File: src/rtl/vdac_level_pkg.sv
package vdac_level_pkg;

   typedef enum logic {
      MODE_GBR = 1'b0,
      MODE_YC  = 1'b1
   } vdac_mode_e;

   function automatic int code_max(input int data_w, input int ped, input int sync_lvl);
      return (2 ** data_w) - 1 + ped + sync_lvl;
   endfunction

endpackage

File: src/rtl/vdac_lvl_ctrl.sv
module vdac_lvl_ctrl
   import vdac_level_pkg::*;
#(
   parameter int NUM_CH     = 3,
   parameter int CODE_W     = 9,
   parameter int SYNC_CHAN  = 0,
   parameter int CHROMA_MID = 128
) (
   input  vdac_mode_e          mode,
   input  logic                sync_n,
   output logic [CODE_W-1:0]   fill   [NUM_CH],
   output logic [NUM_CH-1:0]   sync_add
);

   localparam logic [CODE_W-1:0] MID_C = CODE_W'(CHROMA_MID);

   for (genvar c = 0; c < NUM_CH; c++) begin : g_ch
      if (c == SYNC_CHAN) begin : g_sync
         assign fill[c]     = '0;
         assign sync_add[c] = sync_n;
      end else begin : g_plain
         assign fill[c]     = (mode == MODE_YC) ? MID_C : '0;
         assign sync_add[c] = 1'b0;
      end
   end

endmodule

File: src/rtl/vdac_chan_enc.sv
module vdac_chan_enc #(
   parameter int DATA_W   = 8,
   parameter int CODE_W   = 9,
   parameter int PED      = 21,
   parameter int SYNC_LVL = 110
) (
   input  logic              clk,
   input  logic              rst,
   input  logic [DATA_W-1:0] data,
   input  logic              setup_en,
   input  logic              blank_n,
   input  logic              sync_add,
   input  logic [CODE_W-1:0] fill,
   output logic [CODE_W-1:0] code
);

   localparam logic [CODE_W-1:0] PED_C  = CODE_W'(PED);
   localparam logic [CODE_W-1:0] SYNC_C = CODE_W'(SYNC_LVL);
   localparam int                TOP_I  = (2 ** DATA_W) - 1 + PED + SYNC_LVL;
   localparam logic [CODE_W-1:0] TOP_C  = CODE_W'(TOP_I);

   logic [CODE_W-1:0] active_v;
   logic [CODE_W-1:0] base_v;
   logic [CODE_W-1:0] code_d;

   always_comb begin
      active_v = CODE_W'(data) + (setup_en ? PED_C : '0);
      base_v   = blank_n ? active_v : fill;
      code_d   = base_v + (sync_add ? SYNC_C : '0);
   end

   always_ff @(posedge clk) begin
      if (rst) code <= '0;
      else     code <= code_d;
   end


   rst_clear_chk: assert property (@(posedge clk)
      $past(rst) |-> code == '0);


   max_code_chk: assert property (@(posedge clk) disable iff (rst)
      code <= TOP_C);


   blank_fill_chk: assert property (@(posedge clk) disable iff (rst)
      $past(!rst && !blank_n && !sync_add) |-> code == $past(fill));

endmodule

File: src/rtl/vdac_level_enc.sv
module vdac_level_enc
   import vdac_level_pkg::*;
#(
   parameter int DATA_W     = 8,
   parameter int CODE_W     = 9,
   parameter int PED        = 21,
   parameter int SYNC_LVL   = 110,
   parameter int CHROMA_MID = 128,
   parameter int SYNC_CHAN  = 0
) (
   input  logic              clk,
   input  logic              rst,
   input  logic              mode_yc,
   input  logic              setup_en,
   input  logic              blank_n,
   input  logic              sync_n,
   input  logic [DATA_W-1:0] ch0_data,
   input  logic [DATA_W-1:0] ch1_data,
   input  logic [DATA_W-1:0] ch2_data,
   output logic [CODE_W-1:0] ch0_code,
   output logic [CODE_W-1:0] ch1_code,
   output logic [CODE_W-1:0] ch2_code
);

   localparam int NUM_CH = 3;
   localparam int TOP_I  = code_max(DATA_W, PED, SYNC_LVL);

   if (TOP_I >= (2 ** CODE_W)) begin : g_bad_width
      $error("CODE_W too narrow for data + pedestal + sync");
   end
   if (CHROMA_MID >= (2 ** CODE_W)) begin : g_bad_mid
      $error("CHROMA_MID does not fit in CODE_W");
   end
   if (SYNC_CHAN < 0 || SYNC_CHAN >= NUM_CH) begin : g_bad_sync
      $error("SYNC_CHAN out of range");
   end

   vdac_mode_e        mode_s;
   logic [DATA_W-1:0] data_a   [NUM_CH];
   logic [CODE_W-1:0] fill_a   [NUM_CH];
   logic [CODE_W-1:0] code_a   [NUM_CH];
   logic [NUM_CH-1:0] sync_add;

   assign mode_s    = vdac_mode_e'(mode_yc);
   assign data_a[0] = ch0_data;
   assign data_a[1] = ch1_data;
   assign data_a[2] = ch2_data;
   assign ch0_code  = code_a[0];
   assign ch1_code  = code_a[1];
   assign ch2_code  = code_a[2];

   vdac_lvl_ctrl #(
      .NUM_CH    (NUM_CH),
      .CODE_W    (CODE_W),
      .SYNC_CHAN (SYNC_CHAN),
      .CHROMA_MID(CHROMA_MID)
   ) ctrl_i (
      .mode    (mode_s),
      .sync_n  (sync_n),
      .fill    (fill_a),
      .sync_add(sync_add)
   );


   one_sync_chan_chk: assert property (@(posedge clk) disable iff (rst)
      $onehot0(sync_add));

   for (genvar c = 0; c < NUM_CH; c++) begin : g_chan
      vdac_chan_enc #(
         .DATA_W  (DATA_W),
         .CODE_W  (CODE_W),
         .PED     (PED),
         .SYNC_LVL(SYNC_LVL)
      ) enc_i (
         .clk     (clk),
         .rst     (rst),
         .data    (data_a[c]),
         .setup_en(setup_en),
         .blank_n (blank_n),
         .sync_add(sync_add[c]),
         .fill    (fill_a[c]),
         .code    (code_a[c])
      );


      ped_floor_chk: assert property (@(posedge clk) disable iff (rst)
         $past(!rst && blank_n && setup_en) |-> code_a[c] >= CODE_W'(PED));

      if (c == SYNC_CHAN) begin : g_sync_chk

         blank_level_chk: assert property (@(posedge clk) disable iff (rst)
            $past(!rst && !blank_n) |->
               code_a[c] == ($past(sync_n) ? CODE_W'(SYNC_LVL) : '0));
      end else begin : g_plain_chk

         yc_mid_chk: assert property (@(posedge clk) disable iff (rst)
            $past(!rst && !blank_n && mode_yc) |-> code_a[c] == CODE_W'(CHROMA_MID));

         gbr_zero_chk: assert property (@(posedge clk) disable iff (rst)
            $past(!rst && !blank_n && !mode_yc) |-> code_a[c] == '0);

         no_sync_chk: assert property (@(posedge clk) disable iff (rst)
            $past(!rst && blank_n && !setup_en) |-> code_a[c] == CODE_W'($past(data_a[c])));
      end
   end

endmodule

File: config.mk
export PLATFORM = sky130hd
export DESIGN_NAME = vdac_level_enc
export DESIGN_NICKNAME = d
export VERILOG_FILES = /design/src/rtl/vdac_level_pkg.sv /design/src/rtl/vdac_lvl_ctrl.sv /design/src/rtl/vdac_chan_enc.sv /design/src/rtl/vdac_level_enc.sv
export SDC_FILE = /design/constraint.sdc
export NUM_CORES = 1
export LEC_CHECK = 0
export ABC_AREA = 1
export BUFFER_PORTS_ARGS = -buffer_cell sky130_fd_sc_hd__buf_4
export CORE_ASPECT_RATIO = 0.9
export CORE_UTILIZATION = 48
export CTS_BUF_LIST = sky130_fd_sc_hd__clkbuf_8 sky130_fd_sc_hd__clkbuf_16
export CTS_CLUSTER_DIAMETER = 40
export DETAILED_ROUTE_END_ITERATION = 12
export GPL_TIMING_DRIVEN = 0
export PLACE_DENSITY = 0.76
export SYNTH_ARGS = -nofsm -noshare
export SYNTH_HDL_FRONTEND = slang
export SYNTH_SLANG_ARGS = --single-unit
File: constraint.sdc
create_clock -name clk -period 2.5 [get_ports clk]
set_input_delay 0.5 -clock clk [delete_from_list [all_inputs] [get_ports clk]]
set_output_delay 0.5 -clock clk [all_outputs]
set_load 0.02 [all_outputs]
==> flow_summary_export.csv, run 1 <==
group,metric,value,unit
yosys,syn_area_per_cell,7.39,sq um
placed_design,dp.cells,300,
layout,regMostFlops,"g_chan.enc_i.code",
power,intPower,0.691,mW
layout,final_area,2030,sq um
yosys,synthTopCellsByCount,"39 x nand2_1, 27 x dfxtp_1, 27 x inv_1",
hold_path,hold_end,"g_chan[1].enc_i.code[6]",
setup_path,start_kind,"primary input",
timing,finalCriticalPeriod,2.21,ns
clocking,cts_setup_buffers,0,
setup_path,crit_arrival,2.38,ns
placed_design,dp_hpwl,2360,um
yosys,synth_area,1510,sq um
timing,finalSetupViolations,0,
grt,grt_pass1_wl,4870,um
power,power.share.switching,29.9,%
power,clkPwrFrac,24.2,%
route,drtAntennaViolNets,0,
yosys,synth_top_area_cell,"dfxtp_1",
setup_path,worstSetupEndpointType,"flip-flop",
floorplan,fp.dieH,55.2,um
run,maxCapViolations,0,
power,combinationalPowerShare,28.6,%
clocking,numCtsBuffers,3,
route,drt-total-wl,2910,um
grt,grt_pass1_vias,1260,
clocking,ctsHoldBuffers,0,
route,firstDrtPassIters,4,
run_status,status,"completed",
yosys,yosysSeqAreaShare,35.9,%
grt,gr-total-overflow,0,
hold_path,worstHoldPathType,"primary input to flip-flop",
layout,fin_nets,313,
yosys,synth_cells,204,
yosys,synth_flop_cell,"dfxtp_1",
power,p_per_area,485,nW/um^2
setup_path,cp_data_required_time,2.67,ns
layout,area_delta_synth_final,34.8,%
clocking,clock_path_buffers,2,
yosys,synth-async-reset-ratio,0,%
yosys,ys_seq_elements,27,
placed_design,port_buffers,56,
floorplan,io_pins,57,
layout,largest_register_ffs,27,
yosys,synth.top_cell.area_share,35.9,%
power,p_leak,1.08,nW
floorplan,die_area,3370,sq um
layout,layout-drive-gt1-share,28.8,%
grt,grt_usage,19.4,%
yosys,yosysWarningCount,0,
floorplan,fp.dieW,61.1,um
route,routedWlPerCell,9.56,um
yosys,syn-num-nets,252,
hold_path,hp-start,"ch1_data[6]",
timing,hold_viol_final,0,
timing,fmax,0.452,GHz
power,seq_power_share,47.2,%
setup_path,cp_max_fo,9,
floorplan,core-area,2860,sq um
placed_design,placed_cell_area,1980,sq um
route,vias,1420,
setup_path,critical_path_class,"primary input to flip-flop",
power,peakVddDrop,0.390,mV
placed_design,gp_congestion,0.840,
yosys,synth_enable_flop_cells,0,
timing,fin_crit_sh,88.5,%
floorplan,rows,18,
clocking,clk_pin_slew_worst_paths,0.09,ns
clocking,cts_tree,"built",
layout,final_cells,304,
yosys,ys_top_cells_by_area,"dfxtp_1 36%, ha_1 14%, nand2_1 9.7%, inv_1 6.7%, a21oi_1 6.6%",
timing,relSlewSlack,81.4,%
clocking,htreeDepth,1,
timing,maxSlewViolCount,0,
layout,diodes,0,
grt,grt_max_degree,15,
timing,rsz0062_at_grt,"false",
clocking,cts.sinks,27,
clocking,root_buffer,"clkbuf_8",
yosys,ys_types,23,
layout,n_fill_cell,247,
hold_path,whs_path_depth,2,
route,vias_per_cell,4.67,
yosys,synth.most_common_cell,"nand2_1",
route,drt_iter0_drc,50,
grt,antenna_found_initial,0,
timing,tightest_slew,0.279,ns
route,drc_errors,0,
power,p_switching,0.295,mW
layout,reg.largest.list,"g_chan.enc_i.code: 27 flops",
floorplan,initial_core_util,52.7,%
[metal layers]
layer | share of wire (%) | global-route usage [%]
met5 | 0 | 0
met3 | 5.1 | 5.12
met2 | 46 | 34.8
met4 | 0.48 | 2.27
met1 | 48 | 24.0
[kinds of logic after synthesis]
logic type	Yosys count	synth area share [%]
adder cells (fa/ha/maj)	18	15.4
flip-flops	27	35.9
AO/OA/AOI/OAI	40	15.3
buffers and inverters	30	7.47
AND/OR/NAND/NOR	89	26.0
[critical path, stage by stage]
cell and delay [ns]:
buf_6 0.12, ha_2 0.19, ha_2 0.19, nand2_1 0.06, nand2_2 0.09, nand2_2 0.05
a21oi_2 0.13, nand2_1 0.09, nand2_1 0.06, nor2_1 0.04, ha_1 0.32, nand2_1 0.06
inv_1 0.06, nand4_1 0.12, nand2_1 0.11, nand3_1 0.07, nand2_1 0.06, nor2_1 0.04
[cell type report]
cell class	instances	area (sq um)	share of cell area (%)
timing repair buffer	56	424	20.9
sequential	27	541	26.6
clock inverter	1	3.75	0.185
multi-input combinational	147	860	42.3
inverter	30	113	5.54
tap	40	50.0	2.46
clock buffer	3	41.3	2.03
[worst max path at each step]
| stage | from | to | slack, ns |
|---|---|---|---|
| final | setup_en | g_chan[0].enc_i.code[8] | 0.29 |
| after global routing | setup_en | g_chan[0].enc_i.code[8] | 0.04 |
| after CTS | setup_en | g_chan[0].enc_i.code[8] | 0.21 |
| after detailed placement | setup_en | g_chan[0].enc_i.code[8] | -0.07 |
| after global placement | setup_en | g_chan[0].enc_i.code[8] | -0.06 |
| after floorplan | setup_en | g_chan[0].enc_i.code[8] | 0.29 |
[power groups by stage]
stage / Clock [mW] / Sequential, mW / Combinational (mW)
after floorplan: 0 / 0.513 / 0.130
after global placement: 0 / 0.476 / 0.279
after detailed placement: 0 / 0.476 / 0.282
after CTS: 0.247 / 0.466 / 0.283
after global routing: 0.259 / 0.469 / 0.320
final: 0.239 / 0.466 / 0.281
[per-stage QoR]
step	TNS, ns	power (mW)	worst slack [ns]	utilization (%)	hold slack [ns]
5_1_grt	0	1.05	0.0417	71.0	0.404
3_5_place_dp	-0.0993	0.758	-0.0735	69.2	0.700
2_1_floorplan	0	0.643	0.295	-	0.571
4_1_cts	0	0.996	0.206	70.7	0.406
6_report	0	0.986	0.289	71.0	0.412
3_3_place_gp	-0.0597	0.754	-0.0597	69.2	0.699
[layout by cell type (no fill, tap or decap), drive strengths merged]
cell / count
buf: 56
nand2: 43
inv: 31
dfxtp: 27
nor2: 27
a21oi: 24
ha: 17
nand3: 13
o21ai: 13
clkbuf: 3
nand4: 2
o21a: 2
nor3b: 1
nand3b: 1
nor3: 1
a21boi: 1
and3: 1
fa: 1
[what timing repair did]
item | in CTS | in global routing
setup endpoints to repair | 0 | 1
resized for setup | 0 | 4
endpoints found under the hold margin | 0 | 0
Note: power is estimated with default switching activity, not from simulation.
==> inputs of run 2 (changes only) <==
Settings changed: PLACE_DENSITY 0.76 to 0.82.
==> run 2 against run 1 <==
Compared with the run above: clock power about the same; sequential cell count unchanged; first-iteration DRC count decreased by 42%; via count increased by 2.5%; worst setup slack about the same; combinational power increased by 1%; cell area increased by 0.37%; core utilization increased by 0.26 points; sequential power about the same; routed wire length increased by 1.5%; die area unchanged; critical path type unchanged; largest cell class unchanged.
==> flow_summary_export.csv, run 2 (synthesis results as in run 1) <==
group,metric,value,unit
hold_path,worstHoldPathType,"primary input to flip-flop",
grt,grt_pass1_wl,5040,um
layout,regMostFlops,"g_chan.enc_i.code",
layout,diodes,0,
clocking,clock_path_buffers,2,
layout,final_common_cell,"buf_4",
setup_path,cpPeakStageDelay,0.31,ns
grt,grt_max_degree,15,
floorplan,initial_core_util,52.7,%
timing,rsz0062_at_grt,"false",
setup_path,cp_max_fo,9,
layout,final_area,2040,sq um
route,firstDrtPassIters,4,
timing,maxSlewViolCount,0,
floorplan,io_pins,57,
setup_path,start_kind,"primary input",
setup_path,cp_data_required_time,2.67,ns
clocking,root_buffer,"clkbuf_8",
setup_path,worstSetupEndpointType,"flip-flop",
timing,fin_crit_sh,88.4,%
layout,layout_common_cells,"56 x buf_4, 39 x nand2_1, 28 x inv_1",
grt,grt_usage,20.3,%
grt,grt_pass1_vias,1335,
placed_design,placed_cell_area,1980,sq um
setup_path,critical_path_class,"primary input to flip-flop",
layout,largest_register_ffs,27,
layout,reg.largest.list,"g_chan.enc_i.code: 27 flops",
floorplan,die_area,3370,sq um
route,vias,1456,
timing,fmax,0.452,GHz
clocking,clk_pin_slew_worst_paths,0.08,ns
clocking,cts_tree,"built",
floorplan,rows,18,
setup_path,path_cells,"buf_6 > ha_2 > ha_2 > nand2_1 > nand2_2 > nand2_2 > a21oi_2 > nand2_1 > nand2_1 > nor2_1 > ha_1 > nand2_1 > inv_1 > nand4_1 > nand2_1 > nand3_1 > nand2_1 > nor2_1",
layout,fin_util,71.3,%
timing,hold_slack,0.416,ns
placed_design,dp_hpwl,2480,um
layout,area_delta_synth_final,35.3,%
timing,hold_viol_final,0,
timing,relSlewSlack,81.0,%
power,p_leak,1.08,nW
route,routedWlPerCell,9.67,um
power,design_power_total,0.990,mW
route,drt-total-wl,2950,um
run,maxCapViolations,0,
layout,fin_nets,314,
floorplan,core-area,2860,sq um
grt,gr-total-overflow,0,
route,drt_iter0_drc,29,
layout,layout-drive-gt1-share,29.1,%
route,drc_errors,0,
floorplan,fp.dieW,61.1,um
power,p_per_area,486,nW/um^2
run_status,status,"completed",
timing,finalSetupViolations,0,
power,peakVddDrop,0.419,mV
clocking,htreeDepth,1,
floorplan,fp.dieH,55.2,um
placed_design,gp_congestion,0.818,
timing,tightest_slew,0.285,ns
grt,antenna_found_initial,0,
clocking,numCtsBuffers,3,
route,drtAntennaViolNets,0,
setup_path,cpMostUsedCell,"nand2_1",
setup_path,crit_arrival,2.38,ns
clocking,cts.sinks,27,
timing,finalCriticalPeriod,2.21,ns
route,vias_per_cell,4.77,
placed_design,port_buffers,56,
setup_path,crit_slowest_cell,"ha_1",
run 2: final timing paths:
kind | startpoint | to | slack [ns] | cells past startpoint
setup / recovery | setup_en | g_chan[0].enc_i.code[8] | 0.29 | 18
hold / removal | ch1_data[6] | g_chan[1].enc_i.code[6] | 0.42 | 2
run 2: area by class of cell:
| cell class | count | area (sq um) |
|---|---|---|
| multi-input cells | 147 | 860 |
| fillers | 240 | 821 |
| flip-flops and latches | 27 | 541 |
| repair buffers | 57 | 432 |
| inverters | 30 | 113 |
| well taps | 40 | 50.0 |
| clock buffers | 3 | 41.3 |
| clock inverters | 1 | 3.75 |
run 2: stage by stage:
step           TNS, ns  worst slack (ns)  std cells
2_1_floorplan        0             0.295        204
3_3_place_gp   -0.0476           -0.0476        300
3_5_place_dp   -0.0974           -0.0796        300
4_1_cts              0             0.207        304
5_1_grt              0           0.00274        305
6_report             0             0.289        305
run 2: report_power, final:
group,switching (mW),internal [mW],leakage [nW],total (mW)
Sequential,0.00778,0.458,0.223,0.466
Combinational,0.160,0.125,0.834,0.285
Clock,0.129,0.110,0.0269,0.239
run 2: per-layer routing:
layer  track usage, %  vias up  share of wire (%)
met1             22.3      626                 45
met2             37.3       38                 47
met4             5.30        0               0.75
met5                0        -                  0
met3             7.21        4                6.8
li1                 -      788                  -
run 2: repair_timing:
| action | 4_1_cts | 5_1_grt |
|---|---|---|
| endpoints found under the hold margin | 0 | 0 |
| setup endpoints to repair | 0 | 2 |
| hold buffers | 0 | 0 |
| buffers inserted | 0 | 1 |
| gates resized for setup | 0 | 3 |
run 2: worst max-delay path, delay by kind of cell:
family,cells,cell delay [ns]
buffers and inverters,2,0.19
and+or+nand+nor,12,0.86
AOI/OAI and AO/OA,1,0.13
adders and majority gates,3,0.69
